File: src/rtl/pds_pkg.sv
package pds_pkg;

   // Ordered so that a larger index is always later in the shutdown.
   typedef enum logic [3:0] {
      PS_OFF       = 4'd0,
      PS_RUN       = 4'd1,
      PS_CORE_RST  = 4'd2,
      PS_VREG_OFF  = 4'd3,
      PS_EOF_WAIT  = 4'd4,
      PS_LCD_RST   = 4'd5,
      PS_PUMP_OFF  = 4'd6,
      PS_FLASH_RST = 4'd7,
      PS_FLASH_OFF = 4'd8,
      PS_SRAM_OFF  = 4'd9,
      PS_CLK_RST   = 4'd10,
      PS_CLK_OFF   = 4'd11
   } pds_state_e;

   localparam int PDS_RAILS = 10;

   // Rail bit positions; higher bits are removed earlier in the sequence.
   localparam int RAIL_CORE_RST  = 9;
   localparam int RAIL_VREG      = 8;
   localparam int RAIL_LCD_RST   = 7;
   localparam int RAIL_PUMP      = 6;
   localparam int RAIL_FLASH_RST = 5;
   localparam int RAIL_FLASH     = 4;
   localparam int RAIL_SRAM      = 3;
   localparam int RAIL_CLK_RST   = 2;
   localparam int RAIL_CLK       = 1;
   localparam int RAIL_HOLD      = 0;

   // First state index at which a rail is no longer live.
   function automatic int rail_drop_at(input int rail);
      case (rail)
         RAIL_CORE_RST:  return int'(PS_CORE_RST);
         RAIL_VREG:      return int'(PS_VREG_OFF);
         RAIL_LCD_RST:   return int'(PS_LCD_RST);
         RAIL_PUMP:      return int'(PS_PUMP_OFF);
         RAIL_FLASH_RST: return int'(PS_FLASH_RST);
         RAIL_FLASH:     return int'(PS_FLASH_OFF);
         RAIL_SRAM:      return int'(PS_SRAM_OFF);
         RAIL_CLK_RST:   return int'(PS_CLK_RST);
         RAIL_CLK:       return int'(PS_CLK_OFF);
         default:        return int'(PS_CLK_OFF) + 1;
      endcase
   endfunction

endpackage

File: src/rtl/pds_wake_sync.sv
module pds_wake_sync #(
   parameter int STAGES = 2
) (
   input  logic clk,
   input  logic rst_n,
   input  logic pin_n,
   output logic pin_n_sync
);

   generate
      if (STAGES == 0) begin : g_bypass
         assign pin_n_sync = pin_n;
      end else begin : g_chain
         logic [STAGES-1:0] flop_q;
         always_ff @(posedge clk or negedge rst_n) begin
            if (!rst_n) begin
               flop_q <= '1;
            end else begin
               flop_q[0] <= pin_n;
               for (int i = 1; i < STAGES; i++) begin
                  flop_q[i] <= flop_q[i-1];
               end
            end
         end
         assign pin_n_sync = flop_q[STAGES-1];
      end
   endgenerate

endmodule

File: src/rtl/pds_seq_fsm.sv
module pds_seq_fsm
   import pds_pkg::*;
(
   input  logic       clk,
   input  logic       rst_n,
   input  logic       wake_low,
   input  logic       cmd_we,
   input  logic       cmd_halt,
   input  logic       cmd_halt_eof,
   input  logic       frame_end,
   input  logic       pump_on,
   output pds_state_e st_q,
   output pds_state_e st_d
);

   logic armed_q;
   logic eof_mode_q;
   logic eof_seen_q;
   logic cmd_take;
   logic in_seq;

   assign cmd_take = cmd_we && (cmd_halt || cmd_halt_eof);
   assign in_seq   = (st_q != PS_OFF) && (st_q != PS_RUN);

   always_comb begin
      st_d = st_q;
      unique case (st_q)
         PS_OFF:       if (armed_q && wake_low) st_d = PS_RUN;
         PS_RUN:       if (cmd_take) st_d = PS_CORE_RST;
         PS_CORE_RST:  st_d = PS_VREG_OFF;
         PS_VREG_OFF: begin
            if (!pump_on)        st_d = PS_FLASH_RST;
            else if (eof_mode_q) st_d = PS_EOF_WAIT;
            else                 st_d = PS_LCD_RST;
         end
         PS_EOF_WAIT:  if (eof_seen_q || frame_end) st_d = PS_LCD_RST;
         PS_LCD_RST:   st_d = PS_PUMP_OFF;
         PS_PUMP_OFF:  st_d = PS_FLASH_RST;
         PS_FLASH_RST: st_d = PS_FLASH_OFF;
         PS_FLASH_OFF: st_d = PS_SRAM_OFF;
         PS_SRAM_OFF:  st_d = PS_CLK_RST;
         PS_CLK_RST:   st_d = PS_CLK_OFF;
         PS_CLK_OFF:   st_d = PS_OFF;
         default:      st_d = PS_OFF;
      endcase
   end

   always_ff @(posedge clk or negedge rst_n) begin
      if (!rst_n) begin
         st_q       <= PS_OFF;
         armed_q    <= 1'b1;
         eof_mode_q <= 1'b0;
         eof_seen_q <= 1'b0;
      end else begin
         st_q <= st_d;
         // Re-arm only once the pin has been seen released while off.
         if (st_q == PS_OFF && !wake_low) armed_q <= 1'b1;
         else if (st_d == PS_RUN && st_q == PS_OFF) armed_q <= 1'b0;
         // Frame-end variant wins when both bits are written together.
         if (st_q == PS_RUN && cmd_take) eof_mode_q <= cmd_halt_eof;
         if (st_q == PS_RUN) eof_seen_q <= 1'b0;
         else if (in_seq && frame_end) eof_seen_q <= 1'b1;
      end
   end

endmodule

File: src/rtl/pds_rail_decode.sv
module pds_rail_decode
   import pds_pkg::*;
#(
   parameter int RAILS = PDS_RAILS
) (
   input  logic             clk,
   input  logic             rst_n,
   input  pds_state_e       st_d,
   output logic [RAILS-1:0] rails_q
);

   logic [RAILS-1:0] live;

   generate
      for (genvar r = 0; r < RAILS; r++) begin : g_rail
         localparam int DROP = rail_drop_at(r);
         assign live[r] = (st_d != PS_OFF) && (int'(st_d) < DROP);
      end
   endgenerate

   // Registered from the next state so the rails change cleanly with it.
   always_ff @(posedge clk or negedge rst_n) begin
      if (!rst_n) rails_q <= '0;
      else        rails_q <= live;
   end

endmodule

File: src/rtl/pwr_down_seq.sv
module pwr_down_seq
   import pds_pkg::*;
#(
   parameter int SYNC_STAGES = 2
) (
   input  logic clk,
   input  logic rst_n,
   input  logic wake_n,
   input  logic reg_ready,
   input  logic frame_end,
   input  logic pump_on,
   input  logic cmd_we,
   input  logic cmd_halt,
   input  logic cmd_halt_eof,
   output logic core_rst_n,
   output logic vreg_en,
   output logic lcd_rst_n,
   output logic pump_en,
   output logic flash_rst_n,
   output logic flash_en,
   output logic sram_en,
   output logic clkd_rst_n,
   output logic clkd_en,
   output logic supply_hold
);

   localparam int RAILS = PDS_RAILS;

   generate
      if (SYNC_STAGES < 0 || SYNC_STAGES > 4) begin : g_bad_sync
         $error("pwr_down_seq: SYNC_STAGES must be 0..4");
      end
   endgenerate

   logic             wake_n_sync;
   pds_state_e       st_q;
   pds_state_e       st_d;
   logic [RAILS-1:0] rails_q;

   pds_wake_sync #(.STAGES(SYNC_STAGES)) u_sync (
      .clk        (clk),
      .rst_n      (rst_n),
      .pin_n      (wake_n),
      .pin_n_sync (wake_n_sync)
   );

   pds_seq_fsm u_fsm (
      .clk          (clk),
      .rst_n        (rst_n),
      .wake_low     (!wake_n_sync),
      .cmd_we       (cmd_we),
      .cmd_halt     (cmd_halt),
      .cmd_halt_eof (cmd_halt_eof),
      .frame_end    (frame_end),
      .pump_on      (pump_on),
      .st_q         (st_q),
      .st_d         (st_d)
   );

   pds_rail_decode #(.RAILS(RAILS)) u_rails (
      .clk     (clk),
      .rst_n   (rst_n),
      .st_d    (st_d),
      .rails_q (rails_q)
   );

   assign core_rst_n  = rails_q[RAIL_CORE_RST] & reg_ready;
   assign vreg_en     = rails_q[RAIL_VREG];
   assign lcd_rst_n   = rails_q[RAIL_LCD_RST];
   assign pump_en     = rails_q[RAIL_PUMP] & pump_on;
   assign flash_rst_n = rails_q[RAIL_FLASH_RST];
   assign flash_en    = rails_q[RAIL_FLASH];
   assign sram_en     = rails_q[RAIL_SRAM];
   assign clkd_rst_n  = rails_q[RAIL_CLK_RST];
   assign clkd_en     = rails_q[RAIL_CLK];
   assign supply_hold = rails_q[RAIL_HOLD];

endmodule

File: config.mk
export PLATFORM = sky130hd
export DESIGN_NAME = pwr_down_seq
export DESIGN_NICKNAME = d
export VERILOG_FILES = /design/src/rtl/pds_pkg.sv /design/src/rtl/pds_wake_sync.sv /design/src/rtl/pds_seq_fsm.sv /design/src/rtl/pds_rail_decode.sv /design/src/rtl/pwr_down_seq.sv
export SDC_FILE = /design/constraint.sdc
export NUM_CORES = 1
export LEC_CHECK = 0
export ABC_AREA = 1
export BUFFER_PORTS_ARGS = -buffer_cell sky130_fd_sc_hd__buf_2
export CORE_AREA = 3 3 47 49
export CTS_CLUSTER_SIZE = 30
export DETAILED_ROUTE_END_ITERATION = 12
export DIE_AREA = 0 0 50 52
export GPL_TIMING_DRIVEN = 0
export PLACE_DENSITY = 0.79
export RECOVER_POWER = 25
export SETUP_SLACK_MARGIN = 0.3
export SYNTH_ARGS = -nofsm -noshare
export SYNTH_HDL_FRONTEND = slang
export SYNTH_SLANG_ARGS = --single-unit
File: constraint.sdc
create_clock -name clk -period 1.9 [get_ports clk]
set_input_delay 0.285 -clock clk [delete_from_list [all_inputs] [get_ports clk]]
set_output_delay 0.285 -clock clk [all_outputs]
set_load 0.1 [all_outputs]
==> impl_results.md <==
* Worst path cell trace: inv_2 > nand2_1 > nor2_1 > nand2_1 > nand2_1 > nor2_2 > nand2_4 > nand2_4 > nor2_1
* Overall routed net length at 1.83 mm
* Min cycle time layout at 1.46 ns
* Slew Viols, Final at 0
* Hold Crit Class: in2reg
* Largest family of logic cells by synthesized area: simple AND/OR/NAND/NOR gates
* Initial Utilization at 48.2%
* Cells after synthesis at 114
* Crit path buf inv count at 1
* Final hold violations at 0
* CP required at 2.13 ns
* Post-Synthesis Cell Area at 916 µm²
* H-tree levels at 1
* Pre-antenna DRT Iters at 4
* Critical path class: reg2reg
* Clk pin slew, worst setup/hold paths at 0.10 ns
* Vias per inst at 5.05
* Top delay family on crit path: simple AND/OR/NAND/NOR gates
* Pin count of the biggest net entering global routing at 20
* FF-to-FF End: u_rails.rails_q[7]
* Count leader, synth: nand2_1
* DRC violations left at 0
* Final Cycle Share at 77.0%
* # fillers at 167
* Layout Skew at 0.00182 ns
* Layout cells sized above 1 at 30.7%
* Cell taking the most area after synthesis: dfrtp_1
* Mux contribution to synthesized area at 0%
* Setup violators final at 0
* Synth top cells by count: nand2_1, nor2_1, dfrtp_1
* Most frequent CP cell: nand2_1
* Root Buffer: clkbuf_4
* Post-synthesis sequential area ratio at 52.3%
* R2r worst-path depth at 9
* Port buffer count at 18
* Routed vias at 828
* HP Start: wake_n
* Slowest cell delay on critical path at 0.49 ns
* Hpwl dp at 1.35 mm
* Final #Nets at 147
* Main synth FF type: dfrtp_1
* Fmax at 683 MHz
* Post-CTS setup buffers at 0
* Number of diodes at 0
* First-pass GRT wire length at 3.02 mm
* ANT nets after route at 0
* CTS Buffer Depth at 2
* RSZ-0062 raised after global routing: no
* Post-synth EDFFs at 0
* Clk sinks at 19
* R2r setup slk at 0.44 ns
* Slew margin rel. at 35.2%
* Clk Latency, worst-skew pair at 0.29 ns
* Die Ht at 52 µm
* Status: finished, final reports clean
* Simple-Gate Fraction of Synth Area at 35.1%
* Worst-path fanout max at 5
* Adder-Cell Fraction of Synth Area at 0%
* RR Startpoint: u_fsm.st_q[3]
* 1st-iter DRT viols at 25
* GP Congestion at 0.900
* Total Die Area at 2600 µm²
* Synth Area in Compound Gates at 5.60%
* Syn_nets at 123
* Worst Hold End: u_sync.g_chain.flop_q[0]
* Grt ovf at 0
* Rows at 16
* CTS tree: built
* Yosys cell types at 18
* Num ports at 19
* Maxcap violations at 0
* Antenna violations before repair at 0
* WL/cell at 11.1 µm
* Post-synth ARST share at 100%
* Worst Setup Start Kind: flop
* GRT Total Usage at 15.3%
* Seq cells post-synth at 19
* Vias in the first global route at 796
* Critical-path top delay cell: dfrtp_2
* CORE AREA at 1900 µm²
* Worst path arrival time at 1.70 ns
* Xor/xnor share of the synthesized area at 0%
* Area share of the largest cell type after synthesis at 43.7%
* TritonCTS Buffers at 3
* Layout area overhead at 18.3%
* Synth top area cells: dfrtp_1, nand2_1, dfstp_2, nor2_1, inv_1
* Synthesized area per cell at 8.03 µm²
* Worst-margin pin slew at 0.972 ns
* Setup Total Neg Slack at 0 ns
* Worst setup EP type: flop
* Synth warnings at 0
* Hold depth at 1
* Die X at 50 µm
## through the flow
| step | std cells | worst slack, ns | utilization, % | hold WS (ns) | cell area [µm²] |
|---|---|---|---|---|---|
| after floorplan | 114 | 0.634 | - | -0.0106 | 916 |
| after global placement | 159 | 0.465 | 54.7 | 0.233 | 1040 |
| after detailed placement | 159 | 0.448 | 54.7 | 0.241 | 1040 |
| after CTS | 164 | 0.450 | 56.6 | 0.0776 | 1080 |
| after global routing | 164 | 0.314 | 57.0 | 0.0669 | 1080 |
| final | 164 | 0.436 | 57.0 | 0.0790 | 1080 |
## per-layer routing
| metal | routed length, µm | global-route usage [%] | vias to the layer above |
|---|---|---|---|
| met4 | 98 | 10.6 | 0 |
| met5 | 0 | 0 | - |
| li1 | - | - | 393 |
| met3 | 115 | 1.72 | 18 |
| met2 | 880 | 27.4 | 41 |
| met1 | 733 | 17.0 | 376 |
## worst max-delay path by stage
stage | to | cells past startpoint | start
floorplan | u_rails.rails_q[7] | 8 | u_fsm.st_q[2]
global placement | u_rails.rails_q[7] | 9 | cmd_halt_eof
detailed placement | u_rails.rails_q[7] | 9 | cmd_halt_eof
CTS | u_rails.rails_q[6] | 9 | u_fsm.st_q[0]
global route | u_rails.rails_q[2] | 9 | u_fsm.st_q[2]
finish | u_rails.rails_q[7] | 9 | u_fsm.st_q[3]
## logic make-up (layout without fill, tap and decap cells)
kind of cell	after synthesis	in the layout
AO/OA/AOI/OAI	9	9
flip-flops	19	19
buffers and inverters	17	40
AND/OR/NAND/NOR	69	69
## flip-flops by register name, indices dropped and copies added (netlist names)
| signal | flops |
|---|---|
| u_fsm.eof_seen_q | 1 |
| u_sync.g_chain.flop_q | 2 |
| u_fsm.eof_mode_q | 1 |
| u_fsm.armed_q | 1 |
| u_rails.rails_q | 10 |
| u_fsm.st_q | 4 |
## final cells by class
class | instances | area, µm² | share of cell area (%)
timing repair buffer | 19 | 98.8 | 9.12
multi-input combinational | 78 | 378 | 34.9
tap | 27 | 33.8 | 3.12
inverter | 17 | 63.8 | 5.89
clock buffer | 3 | 22.5 | 2.08
clock inverter | 1 | 5.00 | 0.462
sequential | 19 | 482 | 44.5
## layout by cell type (no fill, tap or decap)
cell type,synthesis,final
nor2_2,4,3
nand2_2,3,3
buf_2,0,17
nand3b_1,1,1
a21oi_1,5,5
o21ai_0,1,1
nand2_4,2,2
nor2_1,17,17
clkbuf_4,0,3
nand3_2,2,2
inv_1,14,14
nand3_1,5,5
inv_2,3,3
dfstp_2,3,3
o211ai_1,1,1
o21ai_1,1,1
clkbuf_1,0,1
o21ai_2,1,1
dfrtp_2,0,2
dlygate4sd3_1,0,1
clkinv_2,0,1
nand2_1,34,34
dfrtp_1,16,14
nor2_4,1,2
## repair_timing
| item | 4_1_cts | 5_1_grt |
|---|---|---|
| setup endpoints to repair | 0 | 1 |
| resized for setup | 0 | 3 |
| hold buffers | 1 | 0 |
| endpoints found under the hold margin | 16 | 0 |
Power is left out: the tool's default activity adds up to more than one toggle a clock period on the data nets, which glitch-free logic cannot reach.
